$ cat src/rtl/fsp_pkg.sv
package fsp_pkg;

  // Bits per word for the selected length.
  function automatic int unsigned fsp_len(input logic lng,
                                          input int unsigned long_w,
                                          input int unsigned short_w);
    return lng ? long_w : short_w;
  endfunction

endpackage

$ cat src/rtl/fsp_sync.sv
// Multi-stage synchronizer for one asynchronous serial line.
module fsp_sync #(
  parameter int unsigned STAGES  = 2,
  parameter logic        RST_VAL = 1'b0
) (
  input  logic clk,
  input  logic rst_n,
  input  logic async_i,
  output logic level_o
);
  logic [STAGES-1:0] q;

  always_ff @(posedge clk or negedge rst_n) begin
    if (!rst_n) q <= {STAGES{RST_VAL}};
    else        q <= {q[STAGES-2:0], async_i};
  end

  assign level_o = q[STAGES-1];
endmodule

$ cat src/rtl/fsp_bitclk.sv
// Internal bit-clock generator: half period of div_i+1 core cycles.
module fsp_bitclk #(
  parameter int unsigned DIV_W = 8
) (
  input  logic             clk,
  input  logic             rst_n,
  input  logic             en_i,
  input  logic [DIV_W-1:0] div_i,
  output logic             clk_o,
  output logic             rise_o,
  output logic             fall_o
);
  logic [DIV_W-1:0] cnt;
  logic             clk_q;
  logic             wrap;

  assign wrap = en_i && (cnt == div_i);

  always_ff @(posedge clk or negedge rst_n) begin
    if (!rst_n) begin
      cnt   <= '0;
      clk_q <= 1'b0;
    end else if (!en_i) begin
      cnt   <= '0;
      clk_q <= 1'b0;
    end else if (wrap) begin
      cnt   <= '0;
      clk_q <= ~clk_q;
    end else begin
      cnt   <= cnt + 1'b1;
    end
  end

  assign clk_o  = clk_q;
  assign rise_o = wrap && !clk_q;
  assign fall_o = wrap &&  clk_q;
endmodule

$ cat src/rtl/fsp_rx.sv
// Receive section: frame detection, shift register, one-word buffer.
module fsp_rx
  import fsp_pkg::*;
#(
  parameter int unsigned DATA_W  = 16,
  parameter int unsigned SHORT_W = 8
) (
  input  logic              clk,
  input  logic              rst_n,
  input  logic              long_i,
  input  logic              bclk_fall_i,
  input  logic              fs_i,
  input  logic              dat_i,
  input  logic              rdy_i,
  output logic              vld_o,
  output logic [DATA_W-1:0] data_o,
  output logic              irq_o
);
  localparam int unsigned CW = $clog2(DATA_W + 1);
  localparam logic [DATA_W-1:0] SHORT_MASK =
    {{(DATA_W-SHORT_W){1'b0}}, {SHORT_W{1'b1}}};

  logic              busy;
  logic [CW-1:0]     cnt;
  logic [CW-1:0]     len;
  logic [DATA_W-2:0] sh;
  logic [DATA_W-1:0] sh_next;
  logic [DATA_W-1:0] word;
  logic              fs_prev;
  logic              done;
  logic              buf_full;
  logic [DATA_W-1:0] buf_q;
  logic              irq_q;

  assign len     = CW'(fsp_len(long_i, DATA_W, SHORT_W));
  assign sh_next = {sh, dat_i};
  assign word    = long_i ? sh_next : (sh_next & SHORT_MASK);
  assign done    = bclk_fall_i && busy && (cnt == len - 1'b1);

  // Bit-level shifting; frame edges seen while busy are ignored.
  always_ff @(posedge clk or negedge rst_n) begin
    if (!rst_n) begin
      busy    <= 1'b0;
      cnt     <= '0;
      sh      <= '0;
      fs_prev <= 1'b1;
    end else if (bclk_fall_i) begin
      fs_prev <= fs_i;
      if (!busy) begin
        if (fs_prev && !fs_i) begin
          busy <= 1'b1;
          cnt  <= '0;
        end
      end else begin
        sh <= sh_next[DATA_W-2:0];
        if (cnt == len - 1'b1) busy <= 1'b0;
        else                   cnt  <= cnt + 1'b1;
      end
    end
  end

  // Buffer: a completed word is dropped when an unread word remains.
  always_ff @(posedge clk or negedge rst_n) begin
    if (!rst_n) begin
      buf_full <= 1'b0;
      buf_q    <= '0;
      irq_q    <= 1'b0;
    end else begin
      irq_q <= 1'b0;
      if (done && (!buf_full || rdy_i)) begin
        buf_full <= 1'b1;
        buf_q    <= word;
        irq_q    <= 1'b1;
      end else if (buf_full && rdy_i) begin
        buf_full <= 1'b0;
      end
    end
  end

  assign vld_o  = buf_full;
  assign data_o = buf_q;
  assign irq_o  = irq_q;
endmodule

$ cat src/rtl/fsp_tx.sv
// Transmit section: one-word buffer, frame start, shifter, frame generator.
module fsp_tx
  import fsp_pkg::*;
#(
  parameter int unsigned DATA_W  = 16,
  parameter int unsigned SHORT_W = 8
) (
  input  logic              clk,
  input  logic              rst_n,
  input  logic              long_i,
  input  logic              fs_gen_i,
  input  logic              bclk_rise_i,
  input  logic              bclk_fall_i,
  input  logic              fs_ext_i,
  input  logic              vld_i,
  input  logic [DATA_W-1:0] data_i,
  output logic              rdy_o,
  output logic              irq_o,
  output logic              dat_o,
  output logic              dat_oe_o,
  output logic              fs_o
);
  localparam int unsigned CW = $clog2(DATA_W + 1);

  logic              buf_full;
  logic [DATA_W-1:0] buf_q;
  logic              active;
  logic [CW-1:0]     cnt;
  logic [CW-1:0]     len;
  logic [DATA_W-1:0] sh;
  logic [DATA_W-1:0] load_word;
  logic              dat_q;
  logic              oe_q;
  logic              fs_gen_q;
  logic              fs_prev;
  logic              fs_lvl;
  logic              load;
  logic              irq_q;

  assign len       = CW'(fsp_len(long_i, DATA_W, SHORT_W));
  assign fs_lvl    = fs_gen_i ? fs_gen_q : fs_ext_i;
  assign load      = bclk_fall_i && !active && fs_prev && !fs_lvl && buf_full;
  assign load_word = long_i ? buf_q
                            : {buf_q[SHORT_W-1:0], {(DATA_W-SHORT_W){1'b0}}};

  always_ff @(posedge clk or negedge rst_n) begin
    if (!rst_n) begin
      buf_full <= 1'b0;
      buf_q    <= '0;
      active   <= 1'b0;
      cnt      <= '0;
      sh       <= '0;
      dat_q    <= 1'b0;
      oe_q     <= 1'b0;
      fs_prev  <= 1'b1;
      irq_q    <= 1'b0;
    end else begin
      irq_q <= 1'b0;
      if (vld_i && !buf_full) begin
        buf_full <= 1'b1;
        buf_q    <= data_i;
      end
      if (bclk_fall_i) fs_prev <= fs_lvl;
      if (load) begin
        active   <= 1'b1;
        cnt      <= '0;
        sh       <= load_word;
        buf_full <= 1'b0;
        irq_q    <= 1'b1;
      end
      if (bclk_rise_i && active) begin
        if (cnt == len) begin
          active <= 1'b0;
          oe_q   <= 1'b0;
        end else begin
          dat_q <= sh[DATA_W-1];
          sh    <= {sh[DATA_W-2:0], 1'b0};
          oe_q  <= 1'b1;
          cnt   <= cnt + 1'b1;
        end
      end
    end
  end

  // Frame generator: low for one bit period while a word waits.
  always_ff @(posedge clk or negedge rst_n) begin
    if (!rst_n)                fs_gen_q <= 1'b1;
    else if (!fs_gen_i)        fs_gen_q <= 1'b1;
    else if (bclk_rise_i) begin
      if (!fs_gen_q)                  fs_gen_q <= 1'b1;
      else if (!active && buf_full)   fs_gen_q <= 1'b0;
    end
  end

  assign rdy_o    = !buf_full;
  assign irq_o    = irq_q;
  assign dat_o    = dat_q;
  assign dat_oe_o = oe_q;
  assign fs_o     = fs_gen_q;
endmodule

$ cat src/rtl/fsync_serial_port.sv
module fsync_serial_port #(
  parameter int unsigned DATA_W      = 16,
  parameter int unsigned SHORT_W     = 8,
  parameter int unsigned DIV_W       = 8,
  parameter int unsigned SYNC_STAGES = 2
) (
  input  logic              clk,
  input  logic              rst_n,
  input  logic              cfg_long,
  input  logic              cfg_clk_int,
  input  logic              cfg_fs_gen,
  input  logic [DIV_W-1:0]  cfg_div,
  input  logic              tx_valid,
  output logic              tx_ready,
  input  logic [DATA_W-1:0] tx_data,
  output logic              rx_valid,
  input  logic              rx_ready,
  output logic [DATA_W-1:0] rx_data,
  output logic              irq_tx_empty,
  output logic              irq_rx_full,
  input  logic              rx_bclk,
  input  logic              rx_fsync,
  input  logic              rx_sdata,
  input  logic              tx_bclk_in,
  output logic              tx_bclk_out,
  output logic              tx_bclk_oe,
  input  logic              tx_fsync_in,
  output logic              tx_fsync_out,
  output logic              tx_fsync_oe,
  output logic              tx_sdata,
  output logic              tx_sdata_oe
);
  // Lanes: 0 rx clock, 1 rx frame, 2 rx data, 3 tx clock, 4 tx frame.
  localparam int unsigned LANES   = 5;
  localparam logic [LANES-1:0] LANE_RST = 5'b10010;

  logic [LANES-1:0] raw;
  logic [LANES-1:0] lvl;
  logic             rx_clk_prev;
  logic             tx_clk_prev;
  logic             rx_fall;
  logic             ext_rise;
  logic             ext_fall;
  logic             gen_rise;
  logic             gen_fall;
  logic             gen_clk;
  logic             tx_rise;
  logic             tx_fall;

  assign raw = {tx_fsync_in, tx_bclk_in, rx_sdata, rx_fsync, rx_bclk};

  for (genvar g = 0; g < LANES; g++) begin : g_sync
    fsp_sync #(.STAGES(SYNC_STAGES), .RST_VAL(LANE_RST[g])) u_sync (
      .clk     (clk),
      .rst_n   (rst_n),
      .async_i (raw[g]),
      .level_o (lvl[g])
    );
  end

  always_ff @(posedge clk or negedge rst_n) begin
    if (!rst_n) begin
      rx_clk_prev <= 1'b0;
      tx_clk_prev <= 1'b0;
    end else begin
      rx_clk_prev <= lvl[0];
      tx_clk_prev <= lvl[3];
    end
  end

  assign rx_fall  =  rx_clk_prev && !lvl[0];
  assign ext_rise = !tx_clk_prev &&  lvl[3];
  assign ext_fall =  tx_clk_prev && !lvl[3];

  fsp_bitclk #(.DIV_W(DIV_W)) u_bitclk (
    .clk    (clk),
    .rst_n  (rst_n),
    .en_i   (cfg_clk_int),
    .div_i  (cfg_div),
    .clk_o  (gen_clk),
    .rise_o (gen_rise),
    .fall_o (gen_fall)
  );

  assign tx_rise = cfg_clk_int ? gen_rise : ext_rise;
  assign tx_fall = cfg_clk_int ? gen_fall : ext_fall;

  fsp_rx #(.DATA_W(DATA_W), .SHORT_W(SHORT_W)) u_rx (
    .clk         (clk),
    .rst_n       (rst_n),
    .long_i      (cfg_long),
    .bclk_fall_i (rx_fall),
    .fs_i        (lvl[1]),
    .dat_i       (lvl[2]),
    .rdy_i       (rx_ready),
    .vld_o       (rx_valid),
    .data_o      (rx_data),
    .irq_o       (irq_rx_full)
  );

  fsp_tx #(.DATA_W(DATA_W), .SHORT_W(SHORT_W)) u_tx (
    .clk         (clk),
    .rst_n       (rst_n),
    .long_i      (cfg_long),
    .fs_gen_i    (cfg_fs_gen),
    .bclk_rise_i (tx_rise),
    .bclk_fall_i (tx_fall),
    .fs_ext_i    (lvl[4]),
    .vld_i       (tx_valid),
    .data_i      (tx_data),
    .rdy_o       (tx_ready),
    .irq_o       (irq_tx_empty),
    .dat_o       (tx_sdata),
    .dat_oe_o    (tx_sdata_oe),
    .fs_o        (tx_fsync_out)
  );

  assign tx_bclk_out = gen_clk;
  assign tx_bclk_oe  = cfg_clk_int;
  assign tx_fsync_oe = cfg_fs_gen;
endmodule

$ cat config.mk
export PLATFORM = sky130hd
export DESIGN_NAME = fsync_serial_port
export DESIGN_NICKNAME = d
export VERILOG_FILES = /design/src/rtl/fsp_pkg.sv /design/src/rtl/fsp_sync.sv /design/src/rtl/fsp_bitclk.sv /design/src/rtl/fsp_rx.sv /design/src/rtl/fsp_tx.sv /design/src/rtl/fsync_serial_port.sv
export SDC_FILE = /design/constraint.sdc
export NUM_CORES = 1
export LEC_CHECK = 0
export CORE_MARGIN = 3
export CORE_UTILIZATION = 49
export DETAILED_ROUTE_END_ITERATION = 16
export PLACE_DENSITY = 0.76
export SYNTH_ARGS = -nofsm -noshare
export SYNTH_HDL_FRONTEND = slang
export SYNTH_HIERARCHICAL = 1
export SYNTH_SLANG_ARGS = --single-unit
$ cat constraint.sdc
create_clock -name clk -period 2.2 [get_ports clk]
set_input_delay 0.44 -clock clk [delete_from_list [all_inputs] [get_ports clk]]
set_output_delay 0.44 -clock clk [all_outputs]
set_load 0.01 [all_outputs]
==> flow_summary.json <==
{
  "final_cell_count_no_fill": 617,
  "cts_buffer_depth": 2,
  "cp_max_fo": 5,
  "dieHeight_um": 103.4,
  "drc": 0,
  "tritoncts": "done",
  "io_pins": 62,
  "fmax_ghz": 0.4331,
  "cts.sinks": 105,
  "cts-root-buf": "clkbuf_8",
  "htree_levels": 3,
  "start_util_pct": 51.83,
  "dp.final_hpwl_um": 6366,
  "period_needed_ps": 2309,
  "drive_gt1_share_pct": 31.98,
  "syn-num-nets": 415,
  "antenna_found_initial": 0,
  "syn_inst": 375,
  "finClkSkew_ps": 10.00,
  "drv_cap": 0,
  "areaGrowthSynthToFinish_pct": 30.61,
  "via_per_inst": 5.139,
  "r2r_setup_slack_ps": -110,
  "wl_um": 9053,
  "fin_ws_ps": -108.8,
  "grt_usage_pct": 18.22,
  "die_area_um2": 10700,
  "critPathCaptureType": "flip-flop",
  "fin_crit_sh_pct": 104.9,
  "clock_latency_ps": 360,
  "nNetsFinal": 526,
  "relSlewSlack_pct": 58.38,
  "outcome": "finished, violations left",
  "synth-edff-count": 0,
  "finalMaxSlewViolations": 0,
  "setup-violations-final": 12,
  "cts_buffers": 9,
  "reg2reg_from": "u_bitclk/cnt[2]$_DFF_PN0_",
  "ys_dominant_reg_cell": "dfrtp_1",
  "fin_hold_ws_ps": 53.45,
  "dr.pass1.iters": 4,
  "gp_congestion": 0.7851,
  "insertedDiodeCount": 0,
  "ys_async_sr_fraction_pct": 100.0,
  "dp_slack_ps": -584.4,
  "synth.avg_cell_area_um2": 12.41,
  "worstRegToRegCells": 11,
  "numPortBuffers": 61,
  "path_clk_slew_ps": 90,
  "drt_iter0_drc": 145,
  "wl_per_cell_um": 14.67,
  "leakage_uw": 0.002798,
  "ys_seq_elements": 105,
  "timing.rr.end": "u_tx/sh[14]$_DFF_PN0_",
  "cts_hold_buf": 0,
  "die_w_um": 103.4,
  "ant_nets": 0,
  "coreArea_um2": 8976,
  "rsz0062_at_grt": "yes",
  "hold_viol": 0,
  "critPathArrivalTime_ps": 2560,
  "worst_pin_slew_ps": 622.8,
  "yosys_warnings": 6,
  "row_count": 34,
  "violations": "negative setup slack",
  "grt_first_pass_wirelength_um": 15220,
  "required_ps": 2450,
  "first_global_vias": 3337,
  "ys_seq_area_share_pct": 56.67,
  "crit_type": "reg2reg",
  "holdCritPathClass": "in2async",
  "post_synth_instance_area_um2": 4652,
  "grt.overflow.total": 0,
  "vias": 3171,
  "critPathLaunchType": "flip-flop",
  "dp.cells": 588,
  "power_density_nw_per_um2": 927.2,
  "synth.distinct_cells": 46,
  "fin_util_pct": 67.69,
  "peakVddDrop_v": 0.0005099,
  "grt_max_degree": 40
}
## metrics by stage
| step | setup TNS, ps | cell area, µm² | power (µW) |
|---|---|---|---|
| after floorplan | -23.30 | 4701 | 3740 |
| after global placement | -10920 | 5708 | 4267 |
| after detailed placement | -12350 | 5708 | 4370 |
| after CTS | -188.7 | 5989 | 5679 |
| after global routing | -2902 | 6076 | 6012 |
| final | -658.2 | 6076 | 5633 |
## registers in the layout (all words and copies together), names as in the netlist
register	cells
g_sync.u_sync/q	10
rx_clk_prev	1
tx_clk_prev	1
u_bitclk/clk_o	1
u_bitclk/cnt	8
u_rx/busy	1
u_rx/cnt	5
u_rx/data_o	16
u_rx/fs_prev	1
u_rx/irq_o	1
u_rx/sh	15
u_rx/vld_o	1
u_tx/active	1
u_tx/buf_full	1
u_tx/buf_q	16
u_tx/cnt	5
u_tx/dat_o	1
u_tx/dat_oe_o	1
u_tx/fs_o	1
u_tx/fs_prev	1
u_tx/irq_o	1
u_tx/sh	16
## cell families (layout without fill, tap and decap cells)
family          Yosys count  after routing  synth area share (%)
mux                      78             78                 18.40
compound gates           36             36                 5.191
fa+ha+maj                 4              4                 1.076
simple gates            100            100                 11.40
flops                   105            105                 56.67
buf+inv                  36            152                 4.088
xor+xnor                 16             16                 3.174
## per-layer routing
layer	vias up	GRT usage, %	part of all wire (%)
li1	1524	-	-
met1	1554	21.75	43
met2	83	32.45	52
met3	10	4.024	4.0
met4	0	6.175	0.89
met5	-	0	0
## cell usage after synthesis (all sizes together) (7+ instances only)
master  number  area share, %
dfrtp       98             53
mux2        57             14
nand2       27            2.2
mux2i       21            4.5
inv         18            1.5
nand3       17            1.8
nor2        15            1.2
buf         13            2.2
o21ai       11            1.3
xnor2       10            1.9
nor3         8            1.1
a31oi        7           0.94
dfstp        7            4.0
nand2b       7           0.94
nand4        7            1.3
## cells in the final DEF, fill, tap and decap left out, types with 3 or more instances in the layout
cell type,instances
o21ai_0,7
inv_1,17
clkdlybuf4s50_1,52
xnor2_2,5
and3_1,4
buf_6,10
dfstp_2,7
buf_4,46
a31oi_1,7
xnor2_1,5
nand3_1,17
nand2_1,26
nor3_1,6
dlygate4sd2_1,8
mux2_4,5
ha_1,4
nor2_1,13
mux2i_1,21
o21ai_2,3
nand2b_1,7
mux2_2,50
xor2_1,5
a21oi_1,5
dfrtp_1,98
nand4_1,6
nor2b_1,4
clkbuf_8,9
## cell type report
cell class	count	area, µm²
multi-input cells	234	1908
clock inverters	6	90.09
fillers	655	2900
inverters	18	67.56
well taps	126	157.7
repair buffers	118	1089
flip-flops and latches	105	2636
clock buffers	10	127.6
## worst max path at each step
stage                               from                     to  slack, ps  cells past startpoint
2_1_floorplan                 cfg_div[2]  u_tx/sh[14]$_DFF_PN0_        -10                     11
3_3_place_gp                  cfg_div[2]  u_tx/sh[15]$_DFF_PN0_       -510                     12
3_5_place_dp                  cfg_div[1]  u_tx/sh[14]$_DFF_PN0_       -580                     12
4_1_cts        u_bitclk/cnt[1]$_DFF_PN0_  u_tx/sh[14]$_DFF_PN0_        -60                     11
5_1_grt        u_bitclk/cnt[0]$_DFF_PN0_  u_tx/sh[14]$_DFF_PN0_       -230                     11
6_report       u_bitclk/cnt[2]$_DFF_PN0_  u_tx/sh[14]$_DFF_PN0_       -110                     11
## worst max-delay path, cell delays in order, from the launching register on
cell	delay [ps]
dfrtp_1	440
xnor2_2	170
nand4_1	200
nor2_2	170
and3_1	180
nand2_1	70
o21ai_2	60
nand4_1	130
inv_2	120
buf_12	120
mux2_4	290
mux2_4	250
## report_power, final
group	internal (µW)	switching, µW	leakage, µW	total [µW]
registers	2510	412	0.00128	2930
clock network	646	646	0.000107	1290
logic	858	557	0.00141	1420
total	4020	1620	0.00280	5630
## what timing repair did
item,in CTS,in global routing
resized for setup,10,19
setup buffers,9,6
pin swaps,8,9
endpoints found under the setup margin,22,23
gates cloned,0,0
Note: power is estimated with default switching activity, not from simulation.
